--- src/rtl/hfz_pkg.sv ---
package hfz_pkg;

    localparam int unsigned DATA_W     = 32;
    localparam int unsigned ADDR_W     = 32;
    localparam int unsigned STOP_W     = 5;
    localparam int unsigned SYNC_DEPTH = 2;

    localparam logic [ADDR_W-1:0] REG_ADDR  = 32'hE004_200C;
    // Implemented stop bits: 0 (timer 1), 2, 3, 4 (timers 15..17); bit 1 reserved
    localparam logic [STOP_W-1:0] IMPL_MASK = 5'b11101;

    typedef enum logic [1:0] {
        SZ_BYTE = 2'b00,
        SZ_HALF = 2'b01,
        SZ_WORD = 2'b10,
        SZ_BAD  = 2'b11
    } acc_size_e;

    typedef struct packed {
        logic              sel;
        logic              wr;
        logic [ADDR_W-1:0] addr;
        acc_size_e         size;
        logic [DATA_W-1:0] wdata;
    } bus_req_t;

    function automatic logic [DATA_W-1:0] widen(input logic [STOP_W-1:0] v);
        return {{(DATA_W-STOP_W){1'b0}}, v};
    endfunction

endpackage

--- src/rtl/hfz_sync.sv ---
module hfz_sync #(
    parameter int unsigned STAGES = hfz_pkg::SYNC_DEPTH
) (
    input  logic clk,
    input  logic rst,
    input  logic d,
    output logic q
);
    logic [STAGES-1:0] chain_q;

    always_ff @(posedge clk) begin
        if (rst) begin
            chain_q <= '0;
        end else begin
            chain_q <= {chain_q[STAGES-2:0], d};
        end
    end

    assign q = chain_q[STAGES-1];

endmodule

--- src/rtl/hfz_regs.sv ---
module hfz_regs
    import hfz_pkg::*;
#(
    parameter logic [ADDR_W-1:0] BASE = REG_ADDR
) (
    input  logic              clk,
    input  logic              rst,
    input  logic              sys_rst,
    input  bus_req_t          req,
    output logic [STOP_W-1:0] stop_o,
    output logic [DATA_W-1:0] rdata_o,
    output logic              ready_o
);
    logic              hit;
    logic              word_ok;
    logic              wr_fire;
    logic              rd_fire;
    logic [STOP_W-1:0] stop_q;
    logic [DATA_W-1:0] rdata_q;
    logic              ready_q;

    assign hit     = req.sel && (req.addr == BASE);
    assign word_ok = (req.size == SZ_WORD);
    assign wr_fire = hit && word_ok && req.wr;
    assign rd_fire = hit && word_ok && !req.wr;

    // Control word: cleared by power-on reset only, system reset is not a term here
    always_ff @(posedge clk) begin
        if (rst) begin
            stop_q <= '0;
        end else if (wr_fire) begin
            stop_q <= req.wdata[STOP_W-1:0] & IMPL_MASK;
        end
    end

    always_ff @(posedge clk) begin
        if (rst) begin
            rdata_q <= '0;
            ready_q <= 1'b0;
        end else begin
            ready_q <= req.sel;
            rdata_q <= rd_fire ? widen(stop_q) : '0;
        end
    end

    assign stop_o  = stop_q;
    assign rdata_o = rdata_q;
    assign ready_o = ready_q;

    assert_sysrst_hold_R2: assert property (@(posedge clk) disable iff (rst)
        (sys_rst && !wr_fire) |=> $stable(stop_q));

    assert_write_in_sysrst_R3: assert property (@(posedge clk) disable iff (rst)
        (sys_rst && wr_fire) |=> (widen(stop_q) == ($past(req.wdata) & widen(IMPL_MASK))));

    assert_narrow_ignored_R4: assert property (@(posedge clk) disable iff (rst)
        (req.sel && req.size != SZ_WORD) |=> ($stable(stop_q) && rdata_q == '0));

    assert_miss_ignored_R5: assert property (@(posedge clk) disable iff (rst)
        (req.sel && req.addr != BASE) |=> ($stable(stop_q) && rdata_q == '0));

    assert_reserved_zero_R6: assert property (@(posedge clk) disable iff (rst)
        (rdata_q & ~widen(IMPL_MASK)) == '0);

    assert_ready_after_req_R10: assert property (@(posedge clk) disable iff (rst)
        req.sel |=> ready_q);

    assert_ready_idle_R10: assert property (@(posedge clk) disable iff (rst)
        !req.sel |=> !ready_q);

endmodule

--- src/rtl/hfz_gate.sv ---
module hfz_gate
    import hfz_pkg::*;
#(
    parameter logic [STOP_W-1:0] MASK = IMPL_MASK
) (
    input  logic              clk,
    input  logic              rst,
    input  logic              halted,
    input  logic [STOP_W-1:0] stop,
    output logic [STOP_W-1:0] cnt_en,
    output logic [STOP_W-1:0] out_dis
);
    for (genvar i = 0; i < STOP_W; i++) begin : g_lane
        logic freeze;
        assign freeze     = halted && stop[i] && MASK[i];
        assign cnt_en[i]  = !freeze;
        assign out_dis[i] = freeze;

        assert_clear_bit_runs_R7: assert property (@(posedge clk) disable iff (rst)
            !stop[i] |-> (cnt_en[i] && !out_dis[i]));
    end

    assert_running_core_free_R7: assert property (@(posedge clk) disable iff (rst)
        !halted |-> (&cnt_en && out_dis == '0));

endmodule

--- src/rtl/halt_freeze_ctl.sv ---
module halt_freeze_ctl
    import hfz_pkg::*;
#(
    parameter logic [ADDR_W-1:0] BASE = REG_ADDR
) (
    input  logic              clk_i,
    input  logic              por_i,
    input  logic              sys_rst_i,
    input  logic              halt_i,
    input  logic              bus_sel_i,
    input  logic              bus_wr_i,
    input  logic [ADDR_W-1:0] bus_addr_i,
    input  logic [1:0]        bus_size_i,
    input  logic [DATA_W-1:0] bus_wdata_i,
    output logic [DATA_W-1:0] bus_rdata_o,
    output logic              bus_ready_o,
    output logic [STOP_W-1:0] cnt_en_o,
    output logic [STOP_W-1:0] out_dis_o
);
    bus_req_t          req;
    logic              halt_s;
    logic [STOP_W-1:0] stop;

    assign req.sel   = bus_sel_i;
    assign req.wr    = bus_wr_i;
    assign req.addr  = bus_addr_i;
    assign req.size  = acc_size_e'(bus_size_i);
    assign req.wdata = bus_wdata_i;

    hfz_sync #(.STAGES(SYNC_DEPTH)) u_sync (
        .clk (clk_i),
        .rst (por_i),
        .d   (halt_i),
        .q   (halt_s)
    );

    hfz_regs #(.BASE(BASE)) u_regs (
        .clk     (clk_i),
        .rst     (por_i),
        .sys_rst (sys_rst_i),
        .req     (req),
        .stop_o  (stop),
        .rdata_o (bus_rdata_o),
        .ready_o (bus_ready_o)
    );

    hfz_gate #(.MASK(IMPL_MASK)) u_gate (
        .clk     (clk_i),
        .rst     (por_i),
        .halted  (halt_s),
        .stop    (stop),
        .cnt_en  (cnt_en_o),
        .out_dis (out_dis_o)
    );

    // Cycles since power-on reset, saturating at the synchronizer depth
    logic [1:0] since_por_q;
    always_ff @(posedge clk_i) begin
        if (por_i) begin
            since_por_q <= '0;
        end else if (since_por_q != 2'(SYNC_DEPTH)) begin
            since_por_q <= since_por_q + 2'd1;
        end
    end

    assert_por_clears_R1: assert property (@(posedge clk_i)
        $past(por_i) |-> (stop == '0 && !bus_ready_o && bus_rdata_o == '0));

    assert_sync_delay_R9: assert property (@(posedge clk_i) disable iff (por_i)
        (since_por_q == 2'(SYNC_DEPTH)) |-> (halt_s == $past(halt_i, SYNC_DEPTH)));

    assert_frozen_when_halted_R8: assert property (@(posedge clk_i) disable iff (por_i)
        (halt_s && stop[0]) |-> (!cnt_en_o[0] && out_dis_o[0]));

    assert_reserved_lane_free_R6: assert property (@(posedge clk_i) disable iff (por_i)
        (cnt_en_o[1] && !out_dis_o[1]));

endmodule

--- config.mk ---
export PLATFORM = sky130hd
export DESIGN_NAME = halt_freeze_ctl
export DESIGN_NICKNAME = d
export VERILOG_FILES = /design/src/rtl/hfz_pkg.sv /design/src/rtl/hfz_sync.sv /design/src/rtl/hfz_regs.sv /design/src/rtl/hfz_gate.sv /design/src/rtl/halt_freeze_ctl.sv
export SDC_FILE = /design/constraint.sdc
export NUM_CORES = 1
export LEC_CHECK = 0
export BUFFER_PORTS_ARGS = -buffer_cell sky130_fd_sc_hd__buf_2
export CAP_MARGIN = 20
export CORE_AREA = 2 2 71 46
export CTS_CLUSTER_DIAMETER = 150
export DETAILED_ROUTE_END_ITERATION = 10
export DIE_AREA = 0 0 73 48
export HOLD_SLACK_MARGIN = 0.06
export PLACE_DENSITY = 0.78
export SKIP_CTS_REPAIR_TIMING = 1
export SLEW_MARGIN = 15
export SYNTH_ARGS = -nofsm -noshare
export SYNTH_HDL_FRONTEND = slang
export SYNTH_HIERARCHICAL = 1
export SYNTH_SLANG_ARGS = --single-unit
export TNS_END_PERCENT = 10
--- constraint.sdc ---
create_clock -name clk_i -period 1.6 [get_ports clk_i]
set_clock_uncertainty 0.1 [all_clocks]
set_input_delay 0 -clock clk_i [delete_from_list [all_inputs] [get_ports clk_i]]
set_output_delay 0 -clock clk_i [all_outputs]
set_load 0.05 [all_outputs]
==> qor.yml, run 1 <==
status:
  status: "complete, no violations"
clock_tree:
  clkSlewWorstSetupHoldPaths_ns: 0.05
  clk_latency_ns: 0.23
  htreeDepth: 1
  cts_tree: "done"
  clock-sinks: 11
  clockBufferDepth: 2
  clockRootBuffer: "clkbuf_8"
  numCtsBuffers: 3
drt:
  vias: 700
  wire_per_inst_microns: 8.556
  drt_iter0_drc: 12
  first_pass_iters: 2
  viasPerCell: 3.743
  ant_nets: 0
  drc: 0
  finalWirelength_mm: 1.600
floorplan:
  dieArea_sq_um: 3504
  die_x_microns: 73
  initial_core_util_pct: 29.93
  rows: 15
  die_height_microns: 48
  coreArea_sq_um: 2796
  boundaryPins: 115
timing:
  fmax_mhz: 770.9
  final-hold-violation-count: 0
  period_share_pct: 81.08
  rsz0062_at_grt: "no"
  setup_viol: 0
  period_needed_ns: 1.297
  slew_violations: 0
  tns_ns: 0
power:
  leakagePower_nw: 0.5783
  vdd_drop_max_uv: 223.9
  p_per_area_nw_per_um2: 711.0
  finalPower_uw: 807.8
critical_path:
  cp_cell_sequence: "dlygate4sd3_1, buf_2, nor2b_1, dlygate4sd3_1"
  cp-start-kind: "input pin"
  required_ns: 1.62
  worstSetupEndpointType: "flop"
  timing.critical_path.from: "por_i"
  crit_arrival_ns: 1.32
  cpMostUsedCell: "dlygate4sd3_1"
  critical-path-top-delay-family: "buffers and inverters"
  crit_type: "in2reg"
  critPathSlowestCell: "dlygate4sd3_1"
  regToRegSetupSlack_ns: 0.88
  cp_max_fo: 12
  rr_startpoint: "u_regs/stop_o[2]"
  crit_buf_inv: 3
  slowest_delay_ns: 0.55
place:
  place.gp.congestion: 0.6743
  dp_hpwl_mm: 1.388
  placed_cells: 174
  numPortBuffers: 55
job:
  drv_cap: 0
global_routing:
  overflow: 0
  grt_pass1_wl_mm: 2.277
  grt_pass1_vias: 592
  track_usage_pct: 8.953
  grt_max_degree: 13
  antenna_found_initial: 0
hold_path:
  min_from: "bus_addr_i[29]"
  holdCritPathClass: "in2reg"
layout:
  final_cell_count_no_fill: 187
  n_fill_cell: 296
  syn2layout_area_growth_pct: 35.72
  final_layout_size_suffix_gt1_share_pct: 43.14
  diodes: 0
  fin_nets: 226
logic_synthesis:
  synth_area_sq_um: 837.1
  yosys_warnings: 6
  syn_inst: 92
  syn_avg_cell_area_sq_um: 9.098
==> where the power goes <==
part	internal (mW)	total, mW	leakage (nW)	switching, mW
sequential	0.278	0.280	0.0893	0.00208
combinational	0.0653	0.254	0.466	0.189
clock	0.174	0.274	0.0228	0.0991
total	0.518	0.808	0.578	0.290
==> worst paths after layout <==
check | depth (start not counted) | endpoint
max | 4 | u_sync/chain_q[0]
min | 4 | u_regs/rdata_o[4]
max reg2reg | 2 | u_regs/stop_o[2]
min reg2reg | 1 | u_sync/chain_q[1]
==> state kept, by name (all words and copies together) (netlist names) <==
register	count
u_regs/rdata_o	4
u_regs/ready_o	1
u_sync/chain_q	2
u_regs/stop_o	4
==> metrics by stage <==
step / util (%) / cell area [sq um] / hold slack [ns] / setup WS [ns]
after CTS: 37.40 / 1046 / -0.1319 / 0.4279
final: 40.63 / 1136 / 0.1054 / 0.3028
after floorplan: - / 938.4 / -0.02839 / 0.4876
after global routing: 40.63 / 1136 / 0.1346 / 0.2434
after global placement: 35.79 / 1001 / 0.1128 / 0.2103
after detailed placement: 35.79 / 1001 / 0.1137 / 0.2066
==> placed cells by master (no fill, tap or decap), types with 2 or more instances in the layout <==
cell type      instances
nand4_1                2
nand2b_1               8
conb_1                30
nor4b_2                3
nor2b_1                3
mux2i_1                4
nor2_1                 2
nor4_2                 2
dfxtp_1               11
dlygate4sd3_1          9
and2_1                 9
buf_2                 55
clkbuf_8               3
nand2_1                5
==> cell type report <==
type | count | area, sq um | share of cell area [%]
Clock buffer | 4 | 45.04 | 3.965
Tap cell | 34 | 42.54 | 3.744
Multi-Input combinational cell | 74 | 462.9 | 40.75
Sequential cell | 11 | 220.2 | 19.38
Timing Repair Buffer | 64 | 365.4 | 32.16
==> worst min-delay path, stage by stage <==
cell,delay (ns)
buf_2,0.10
nand4_1,0.08
nor4b_2,0.07
and2_1,0.15
==> layer usage <==
layer  vias up  global-route usage, %  part of all wire (%)
met4         0                  3.333                   1.2
met3         2                  4.421                    11
met5         -                      0                     0
met2        42                  17.66                    48
met1       294                  8.313                    40
li1        362                      -                     -
Power figures use the tool's default switching activity.
==> run 2, diff against run 1 <==
==> constraint.sdc (replaced) <==
create_clock -name clk_i -period 1.2 [get_ports clk_i]
set_clock_uncertainty 0.1 [all_clocks]
set_input_delay 0 -clock clk_i [delete_from_list [all_inputs] [get_ports clk_i]]
set_output_delay 0 -clock clk_i [all_outputs]
set_load 0.05 [all_outputs]
==> run 2 against run 1 <==
Routed wire length grew 4.4%; final cell count decreased by 1.1%; global-route usage grew 0.34 points; final area grew 2.2%; count of clock-buffer cells in the layout is the same; sequential power up 34%; flip-flop and latch count stayed put; via count shrank 0.29%; clock power rose by 31%; first-iteration DRC count rose by 25%; power is 33% higher; largest cell class unchanged; highest routed layer is now met3.
==> qor.yml, run 2 (synthesized netlist as in run 1, its figures left out) <==
status:
  status: "complete, no violations"  # unchanged
timing:
  rsz0062_at_grt: "yes"  # was no
  tns_ns: 0  # unchanged
  period_share_pct: 93.99
  fmax_mhz: 886.7
  setup_viol: 0  # unchanged
  slew_violations: 0  # unchanged
  final-hold-violation-count: 0  # unchanged
  period_needed_ns: 1.128
place:
  dp_hpwl_mm: 1.421  # was 1.388 mm
  numPortBuffers: 55  # unchanged
  placed_cells: 174  # unchanged
  place.gp.congestion: 0.6709  # was 0.6743
drt:
  vias: 698  # was 700
  viasPerCell: 3.773  # was 3.743
  drt_iter0_drc: 15  # was 12
  first_pass_iters: 4  # was 2
  drc: 0  # unchanged
  ant_nets: 0  # unchanged
  finalWirelength_mm: 1.670  # was 1.600 mm
  wire_per_inst_microns: 9.027  # was 8.556 microns
clock_tree:
  cts_tree: "done"  # unchanged
  htreeDepth: 1  # unchanged
  clk_latency_ns: 0.23  # about the same
  clockRootBuffer: "clkbuf_8"  # unchanged
  clockBufferDepth: 2  # unchanged
  clkSlewWorstSetupHoldPaths_ns: 0.05  # about the same
  numCtsBuffers: 3  # unchanged
  clock-sinks: 11  # unchanged
critical_path:
  rr_startpoint: "u_regs/stop_o[4]"  # was u_regs/stop_o[2]
  timing.critical_path.from: "u_sync/chain_q[1]"  # was por_i
  r2r_end: "u_regs/stop_o[4]"  # was u_regs/stop_o[2]
  crit_type: "reg2out"  # was in2reg
  r2r_cells: 2  # unchanged
  required_ns: 1.10  # was 1.62 ns
  worstSetupEndpointType: "output port"  # was flop
  regToRegSetupSlack_ns: 0.46  # was 0.88 ns
  crit_arrival_ns: 1.03  # was 1.32 ns
  crit_end: "out_dis_o[4]"  # was u_sync/chain_q[0]
  cp-start-kind: "flop"  # was input pin
  cp_max_fo: 8  # was 12
layout:
  final_layout_size_suffix_gt1_share_pct: 43.71  # was 43.14%
  diodes: 0  # unchanged
  final_cell_mix: "51 x buf_2, 30 x conb_1, 11 x dfxtp_1"  # was 55 x buf_2, 30 x conb_1, 11 x dfxtp_1
  fin_nets: 224  # was 226
  syn2layout_area_growth_pct: 38.71  # was 35.72%
  layout_commonest_cell: "buf_2"  # unchanged
  n_fill_cell: 303  # was 296
  final_cell_count_no_fill: 185  # was 187
floorplan:
  dieArea_sq_um: 3504  # unchanged
  rows: 15  # unchanged
  initial_core_util_pct: 29.93  # unchanged
  coreArea_sq_um: 2796  # unchanged
  die_x_microns: 73  # unchanged
  boundaryPins: 115  # unchanged
  die_height_microns: 48  # unchanged
global_routing:
  grtUsageMet1_pct: 9.988  # was 8.313%
  overflow: 0  # unchanged
  grt_pass1_wl_mm: 2.387  # was 2.277 mm
  grt_max_degree: 13  # unchanged
  busiest_layer: "met2"  # unchanged
  grtUsageMet2_pct: 16.94  # was 17.66%
  antenna_found_initial: 0  # unchanged
  use_met3_pct: 5.263  # was 4.421%
  track_usage_pct: 9.296  # was 8.953%
  grt_pass1_vias: 598  # was 592
power:
  leakagePower_nw: 0.5933  # was 0.5783 nW
  p_per_area_nw_per_um2: 928.5  # was 711.0 nW/um^2
  finalPower_mw: 1.078  # was 807.8 uW
  vdd_drop_max_uv: 386.1  # was 223.9 uV
hold_path:
  holdCritPathClass: "in2reg"  # unchanged
job:
  drv_cap: 0  # unchanged
[run 2: changes by cell type in the layout (fill, tap and decap cells not counted), sizes merged]
cell,before,now
clkbuf,4,8
dlygate4sd3,9,7
buf,55,51
[run 2: where the power goes]
group | leakage, nW | switching [mW] | total [mW] | internal (mW)
registers | 0.0893 | 0.00271 | 0.374 | 0.371
logic | 0.481 | 0.258 | 0.346 | 0.0873
clock network | 0.0228 | 0.126 | 0.358 | 0.232
[run 2: how the worst min path moves through the flow]
stage               slack [ns]           endpoint  cells after the start  startpoint
finish                    0.04   u_regs/stop_o[3]                      3       por_i
global route              0.08   u_regs/stop_o[2]                      3       por_i
CTS                      -0.13  u_sync/chain_q[0]                      2      halt_i
detailed placement        0.12  u_sync/chain_q[0]                      2      halt_i
global placement          0.11  u_sync/chain_q[0]                      2      halt_i
floorplan                -0.03     u_regs/ready_o                      1       por_i
[run 2: cell type report]
type | count | area (sq um) | share of cell area [%]
repair buffers | 62 | 355.3 | 30.60
well taps | 34 | 42.54 | 3.664
multi-input cells | 74 | 498.0 | 42.89
clock buffers | 4 | 45.04 | 3.879
flip-flops and latches | 11 | 220.2 | 18.97
[run 2: worst max-delay path, cell delays in order, from the launching register on]
cell,delay [ns]
dfxtp_1,0.42
and2_1,0.15
clkbuf_4,0.22
[run 2: routing by layer]
metal  wire length (microns)  up-vias  part of all wire [%]
li1                        -      356                     -
met1                     681      299                    41
met2                     814       43                    49
met3                     175        0                    10
met4                       0        0                     0
met5                       0        -                     0
[run 2: metrics by stage]
stage,cell area [sq um],setup WS (ns),utilization [%],hold slack (ns)
global placement,1001,-0.2052,35.79,0.1138
detailed placement,1001,-0.2218,35.79,0.1181
floorplan,938.4,0.08758,-,-0.02839
finish,1161,0.07217,41.52,0.04120
global route,1161,-0.02768,41.52,0.07710
CTS,1046,0.02325,37.40,-0.1263
